$ cat config.mk
export PLATFORM = sky130hd
export DESIGN_NAME = bank_steer_pred
export DESIGN_NICKNAME = d
export VERILOG_FILES = /design/src/rtl/bsp_pkg.sv /design/src/rtl/bsp_field.sv /design/src/rtl/bsp_table.sv /design/src/rtl/bsp_resteer.sv /design/src/rtl/bank_steer_pred.sv
export SDC_FILE = /design/constraint.sdc
export NUM_CORES = 1
export LEC_CHECK = 0
export BUFFER_PORTS_ARGS = -buffer_cell sky130_fd_sc_hd__buf_2
export CAP_MARGIN = 20
export CORE_MARGIN = 2
export CORE_UTILIZATION = 45
export CTS_CLUSTER_SIZE = 24
export DETAILED_ROUTE_END_ITERATION = 10
export PLACE_DENSITY = 0.73
export SLEW_MARGIN = 15
export SYNTH_ARGS = -nofsm -noshare
export SYNTH_HDL_FRONTEND = slang
export SYNTH_SLANG_ARGS = --single-unit
$ cat constraint.sdc
create_clock -name clk_i -period 2.98 [get_ports clk_i]
set_input_delay 0.149 -clock clk_i [delete_from_list [all_inputs] [get_ports clk_i]]
set_output_delay 0.149 -clock clk_i [all_outputs]
set_load 0.005 [all_outputs]
$ cat src/rtl/bsp_pkg.sv
package bsp_pkg;
  localparam int BANK_W = 2;
  localparam int CONF_W = 2;
  localparam logic [CONF_W-1:0] CONF_MAX = '1;

  typedef logic [BANK_W-1:0] bank_t;

  typedef struct packed {
    bank_t             bank;
    logic [CONF_W-1:0] conf;
  } bsp_entry_t;
endpackage

$ cat src/rtl/bsp_field.sv
module bsp_field #(
  parameter int ADDR_W   = 32,
  parameter int BANK_LSB = 10
) (
  input  logic              fused_i,
  input  bsp_pkg::bank_t    home_bank_i,
  input  logic [ADDR_W-1:0] addr_i,
  output bsp_pkg::bank_t    bank_o
);
  // bank field sits between tag (above) and index (below)
  assign bank_o = fused_i ? addr_i[BANK_LSB +: bsp_pkg::BANK_W] : home_bank_i;
endmodule

$ cat src/rtl/bsp_table.sv
module bsp_table
  import bsp_pkg::*;
#(
  parameter int IDX_W = 6
) (
  input  logic             clk_i,
  input  logic             rst_ni,
  input  logic [IDX_W-1:0] rd_idx_i,
  output bank_t            rd_bank_o,
  input  logic             wr_en_i,
  input  logic [IDX_W-1:0] wr_idx_i,
  input  bank_t            wr_bank_i,
  output bank_t            new_bank_o
);
  localparam int DEPTH = 1 << IDX_W;

  bsp_entry_t tbl_q [DEPTH];
  bsp_entry_t cur, nxt;

  assign rd_bank_o = tbl_q[rd_idx_i].bank;
  assign cur       = tbl_q[wr_idx_i];

  always_comb begin
    nxt = cur;
    if (cur.bank == wr_bank_i) begin
      if (cur.conf != CONF_MAX) nxt.conf = cur.conf + 1'b1;
    end else if (cur.conf != '0) begin
      nxt.conf = cur.conf - 1'b1;
    end else begin
      nxt.bank = wr_bank_i;
    end
  end

  assign new_bank_o = nxt.bank;

  always_ff @(posedge clk_i or negedge rst_ni) begin
    if (!rst_ni) begin
      for (int i = 0; i < DEPTH; i++) tbl_q[i] <= '0;
    end else if (wr_en_i) begin
      tbl_q[wr_idx_i] <= nxt;
    end
  end
endmodule

$ cat src/rtl/bsp_resteer.sv
module bsp_resteer #(
  parameter int PC_W = 32
) (
  input  logic            clk_i,
  input  logic            rst_ni,
  input  logic            load_i,
  input  bsp_pkg::bank_t  bank_i,
  input  logic [PC_W-1:0] pc_i,
  input  logic            ready_i,
  output logic            valid_o,
  output bsp_pkg::bank_t  bank_o,
  output logic [PC_W-1:0] pc_o
);
  always_ff @(posedge clk_i or negedge rst_ni) begin
    if (!rst_ni) begin
      valid_o <= 1'b0;
      bank_o  <= '0;
      pc_o    <= '0;
    end else if (load_i) begin
      valid_o <= 1'b1;
      bank_o  <= bank_i;
      pc_o    <= pc_i;
    end else if (valid_o && ready_i) begin
      valid_o <= 1'b0;
    end
  end
endmodule

$ cat src/rtl/bank_steer_pred.sv
module bank_steer_pred
  import bsp_pkg::*;
#(
  parameter int PC_W     = 32,
  parameter int ADDR_W   = 32,
  parameter int IDX_W    = 6,
  parameter int PC_LSB   = 2,
  parameter int BANK_LSB = 10
) (
  input  logic              clk_i,
  input  logic              rst_ni,
  input  logic              fused_i,
  input  logic [1:0]        home_bank_i,
  input  logic [PC_W-1:0]   steer_pc_i,
  output logic [1:0]        pred_bank_o,
  input  logic              res_valid_i,
  output logic              res_ready_o,
  input  logic [PC_W-1:0]   res_pc_i,
  input  logic [ADDR_W-1:0] res_addr_i,
  input  logic [1:0]        res_pred_bank_i,
  output logic              mispredict_o,
  output logic [1:0]        correct_bank_o,
  output logic              resteer_valid_o,
  input  logic              resteer_ready_i,
  output logic [1:0]        resteer_bank_o,
  output logic [PC_W-1:0]   resteer_pc_o,
  output logic              upd_valid_o,
  output logic [IDX_W-1:0]  upd_idx_o,
  output logic [1:0]        upd_bank_o
);
  logic [IDX_W-1:0] rd_idx, wr_idx;
  bank_t            rd_bank, act_bank, new_bank;
  logic             accept, wr_en;
  logic             unused_bits;

  assign rd_idx      = steer_pc_i[PC_LSB +: IDX_W];
  assign wr_idx      = res_pc_i[PC_LSB +: IDX_W];
  assign unused_bits = ^{steer_pc_i, res_addr_i};

  assign res_ready_o = !resteer_valid_o;
  assign accept      = res_valid_i && res_ready_o;
  assign wr_en       = accept && fused_i;

  bsp_field #(.ADDR_W(ADDR_W), .BANK_LSB(BANK_LSB)) u_field (
    .fused_i     (fused_i),
    .home_bank_i (home_bank_i),
    .addr_i      (res_addr_i),
    .bank_o      (act_bank)
  );

  bsp_table #(.IDX_W(IDX_W)) u_table (
    .clk_i      (clk_i),
    .rst_ni     (rst_ni),
    .rd_idx_i   (rd_idx),
    .rd_bank_o  (rd_bank),
    .wr_en_i    (wr_en),
    .wr_idx_i   (wr_idx),
    .wr_bank_i  (act_bank),
    .new_bank_o (new_bank)
  );

  assign pred_bank_o    = fused_i ? rd_bank : home_bank_i;
  assign correct_bank_o = act_bank;
  assign mispredict_o   = accept && (act_bank != res_pred_bank_i);

  bsp_resteer #(.PC_W(PC_W)) u_resteer (
    .clk_i   (clk_i),
    .rst_ni  (rst_ni),
    .load_i  (mispredict_o),
    .bank_i  (act_bank),
    .pc_i    (res_pc_i),
    .ready_i (resteer_ready_i),
    .valid_o (resteer_valid_o),
    .bank_o  (resteer_bank_o),
    .pc_o    (resteer_pc_o)
  );

  always_ff @(posedge clk_i or negedge rst_ni) begin
    if (!rst_ni) begin
      upd_valid_o <= 1'b0;
      upd_idx_o   <= '0;
      upd_bank_o  <= '0;
    end else begin
      upd_valid_o <= wr_en;
      if (wr_en) begin
        upd_idx_o  <= wr_idx;
        upd_bank_o <= new_bank;
      end
    end
  end
endmodule

==> results_dict.tcl <==
set metrics [dict create \
    status "finished with violations" \
    chipWidth_um 187 \
    whs_endpoint "u_resteer.bank_o[0]" \
    cp_slowest_cell "mux4_2" \
    p_per_area_nw_per_um2 599 \
    area_growth_pct 20.1 \
    crit_family "multiplexers" \
    ios 155 \
    antenna_cells 0 \
    first_global_vias 12558 \
    drtAntennaViolNets 0 \
    hold_depth 3 \
    syn-mean-instance-area_um2 10.5 \
    clk_latency_ps 520 \
    fin_crit_ps 3020 \
    grt_pass1_wl_um 71800 \
    yosysUniqueCellTypes 57 \
    cp-end-kind "output port" \
    pwr-share-seq_pct 43.1 \
    tns_ps -42.7 \
    fill_cells 2798 \
    syn_nets 1546 \
    wl_um 45300 \
    clock_sinks 300 \
    grt_antenna_before_repair 0 \
    grt_use_total_pct 25.9 \
    hold_class "in2reg" \
    drc 0 \
    cts_tree "done" \
    crit_buf_inv 1 \
    critPathMostFrequentCell "mux4_2" \
    routedWlPerCell_um 21.7 \
    internal_power_mw 7.88 \
    hold_viol_final 0 \
    synthTopCellsByArea "dfrtp_1, nand2_1, mux4_2" \
    crit_type "reg2out" \
    synthArstFlopShare_pct 100 \
    vias 12479 \
    avgViaCountPerCell 5.99 \
    cts_root_buf "clkbuf_16" \
    start_kind "register" \
    place_congestion 0.926 \
    min_from "res_addr_i[10]" \
    slowest_delay_ps 530 \
    grt_max_degree 88 \
    grt_overflow 0 \
    cp_max_fo 3 \
    synth_edf_count 0 \
    initial_core_util_pct 45.4 \
    final_cell_area_um2 18200 \
    rrSetupSlack_ps 80 \
    die-area_um2 35200 \
    skew_ps 21.8 \
    coreArea_um2 33400 \
    synth_most_common_cell "nand2_1" \
    post-route-period-util_pct 101 \
    failed_checks "negative setup slack" \
    r2r-start "u_table.tbl_q[172]" \
    synth_top_flop_cell "dfrtp_1" \
    p_leak_nw 8.17 \
    ys_ff_latch 300 \
    maxCapViolCount 0 \
    timing.fmax_mhz 331 \
    nets 1717 \
    clk_pin_slew_ps 60 \
    required_ps 2830 \
    rr_worst_depth 10 \
    crit_cells 5 \
    netlist.area_leader.share_pct 49.5 \
    hpwl_um 30600 \
    htreeDepth 2 \
    rsz0062_at_grt "true" \
    drv_slew 0 \
    sw_frac_of_total_pct 27.7 \
    portBuffers 98 \
    regToRegEndpoint "u_table.tbl_q[190]" \
    numCtsBuffers 34 \
    combPwrFrac_pct 17.1 \
    placed_cell_area_um2 16700 \
    syn-instance-count 1441 \
    yosys-top-cells-count "nand2_1, dfrtp_1, o21ai_0, o31ai_2, o31ai_1" \
    dr.first_iter.drc_count 1250 \
    worst_ep_arrival_time_ps 2870 \
    drt_pass1_iterations 6 \
    ir_drop_v 0.000349 \
    yosysSeqAreaShare_pct 49.5 \
    die_h_um 187 \
    layout_setup_ws_ps -42.7 \
    synth_area_um2 15200 \
    yosys.area.top_type "dfrtp_1" \
    synth_warnings 0 \
    p_clk_share_pct 39.8 \
    drive_gt1_share_pct 25.3 \
    power.switching_mw 3.02 \
    ctsLongestPathBuffers 3 \
    crit_chain "mux4_2, mux4_2, mux4_2, mux2_4, buf_6" \
    setup_viol 1 \
    tightestPinTransition_ps 897 \
    num_rows 67 \
    max_slew_margin_pct 40.1 \
]
sequential cells by signal, indices dropped and copies added (netlist names):
signal and cells:
upd_bank_o 2, u_resteer.bank_o 2, upd_idx_o 6, u_resteer.pc_o 32
u_table.tbl_q 256, u_resteer.valid_o 1, upd_valid_o 1
tightest hold or removal path, cell delays in order:
cell     delay, ps
buf_2           80
mux2i_1        160
o21ai_0        200
layer usage:
| metal | track usage [%] | share of wire, % |
|---|---|---|
| met1 | 34.8 | 40 |
| met2 | 41.5 | 46 |
| met3 | 4.94 | 9.1 |
| met4 | 11.1 | 4.5 |
| met5 | 0 | 0 |
cell type report:
| class | instances | area (um^2) | area share (%) |
|---|---|---|---|
| inverter | 8 | 30.0 | 0.165 |
| clock buffer | 50 | 1070 | 5.91 |
| clock inverter | 8 | 96.3 | 0.530 |
| timing repair buffer | 233 | 1840 | 10.1 |
| multi-input combinational | 1035 | 7080 | 38.9 |
| tap | 448 | 561 | 3.08 |
| sequential | 300 | 7510 | 41.3 |
worst max-delay path by stage:
stage / from / to
after global placement: res_pc_i[2] / u_table.tbl_q[210]
after global routing: u_table.tbl_q[194] / pred_bank_o[0]
final: u_table.tbl_q[214] / pred_bank_o[0]
after CTS: u_table.tbl_q[194] / pred_bank_o[0]
after detailed placement: res_pc_i[2] / u_table.tbl_q[162]
after floorplan: steer_pc_i[2] / pred_bank_o[0]
logic make-up after synthesis:
group                  count (synthesis)  share of synthesized area (%)
AND/OR/NAND/NOR                      543                           14.5
AO/OA/AOI/OAI                        362                           18.2
flip-flops                           300                           49.5
buffers and inverters                106                           4.01
XOR/XNOR                               3                          0.223
multiplexers                         127                           13.6
per-stage QoR:
step | power [mW] | hold slack [ps] | worst slack (ps) | std cells | utilization, %
finish | 10.9 | 118 | -42.7 | 2082 | 54.5
global route | 11.3 | 166 | -57.1 | 2082 | 54.5
CTS | 10.9 | 99.2 | -26.3 | 2082 | 54.5
detailed placement | 6.54 | 210 | -199 | 1987 | 49.9
global placement | 6.47 | 202 | -160 | 1987 | 49.9
floorplan | 5.76 | -147 | 181 | 1441 | -
power by group through the flow:
stage	clock network (mW)	registers, mW	logic (mW)
finish	4.34	4.69	1.87
global route	4.55	4.74	2.03
CTS	4.39	4.68	1.85
detailed placement	0	4.75	1.79
global placement	0	4.73	1.74
floorplan	0	4.72	1.04
placed cells by master (no fill, tap or decap), drive strengths merged, types with 11 or more instances in the layout:
cell type,count
dfrtp,300
nand2,464
nand3,13
clkbuf,50
o21ai,153
dlygate4sd3,28
mux4,61
a22oi,19
o31ai,128
nor2b,11
mux2i,56
buf,205
nor2,16
a221oi,20
what timing repair did:
action / 4_1_cts / 5_1_grt
hold buffers: 28 / 0
pin swaps: 0 / 0
setup endpoints to repair: 1 / 12
buffers inserted: 9 / 0
resized for setup: 2 / 1
hold endpoints to repair: 110 / 0
(Power assumes the default switching activity.)
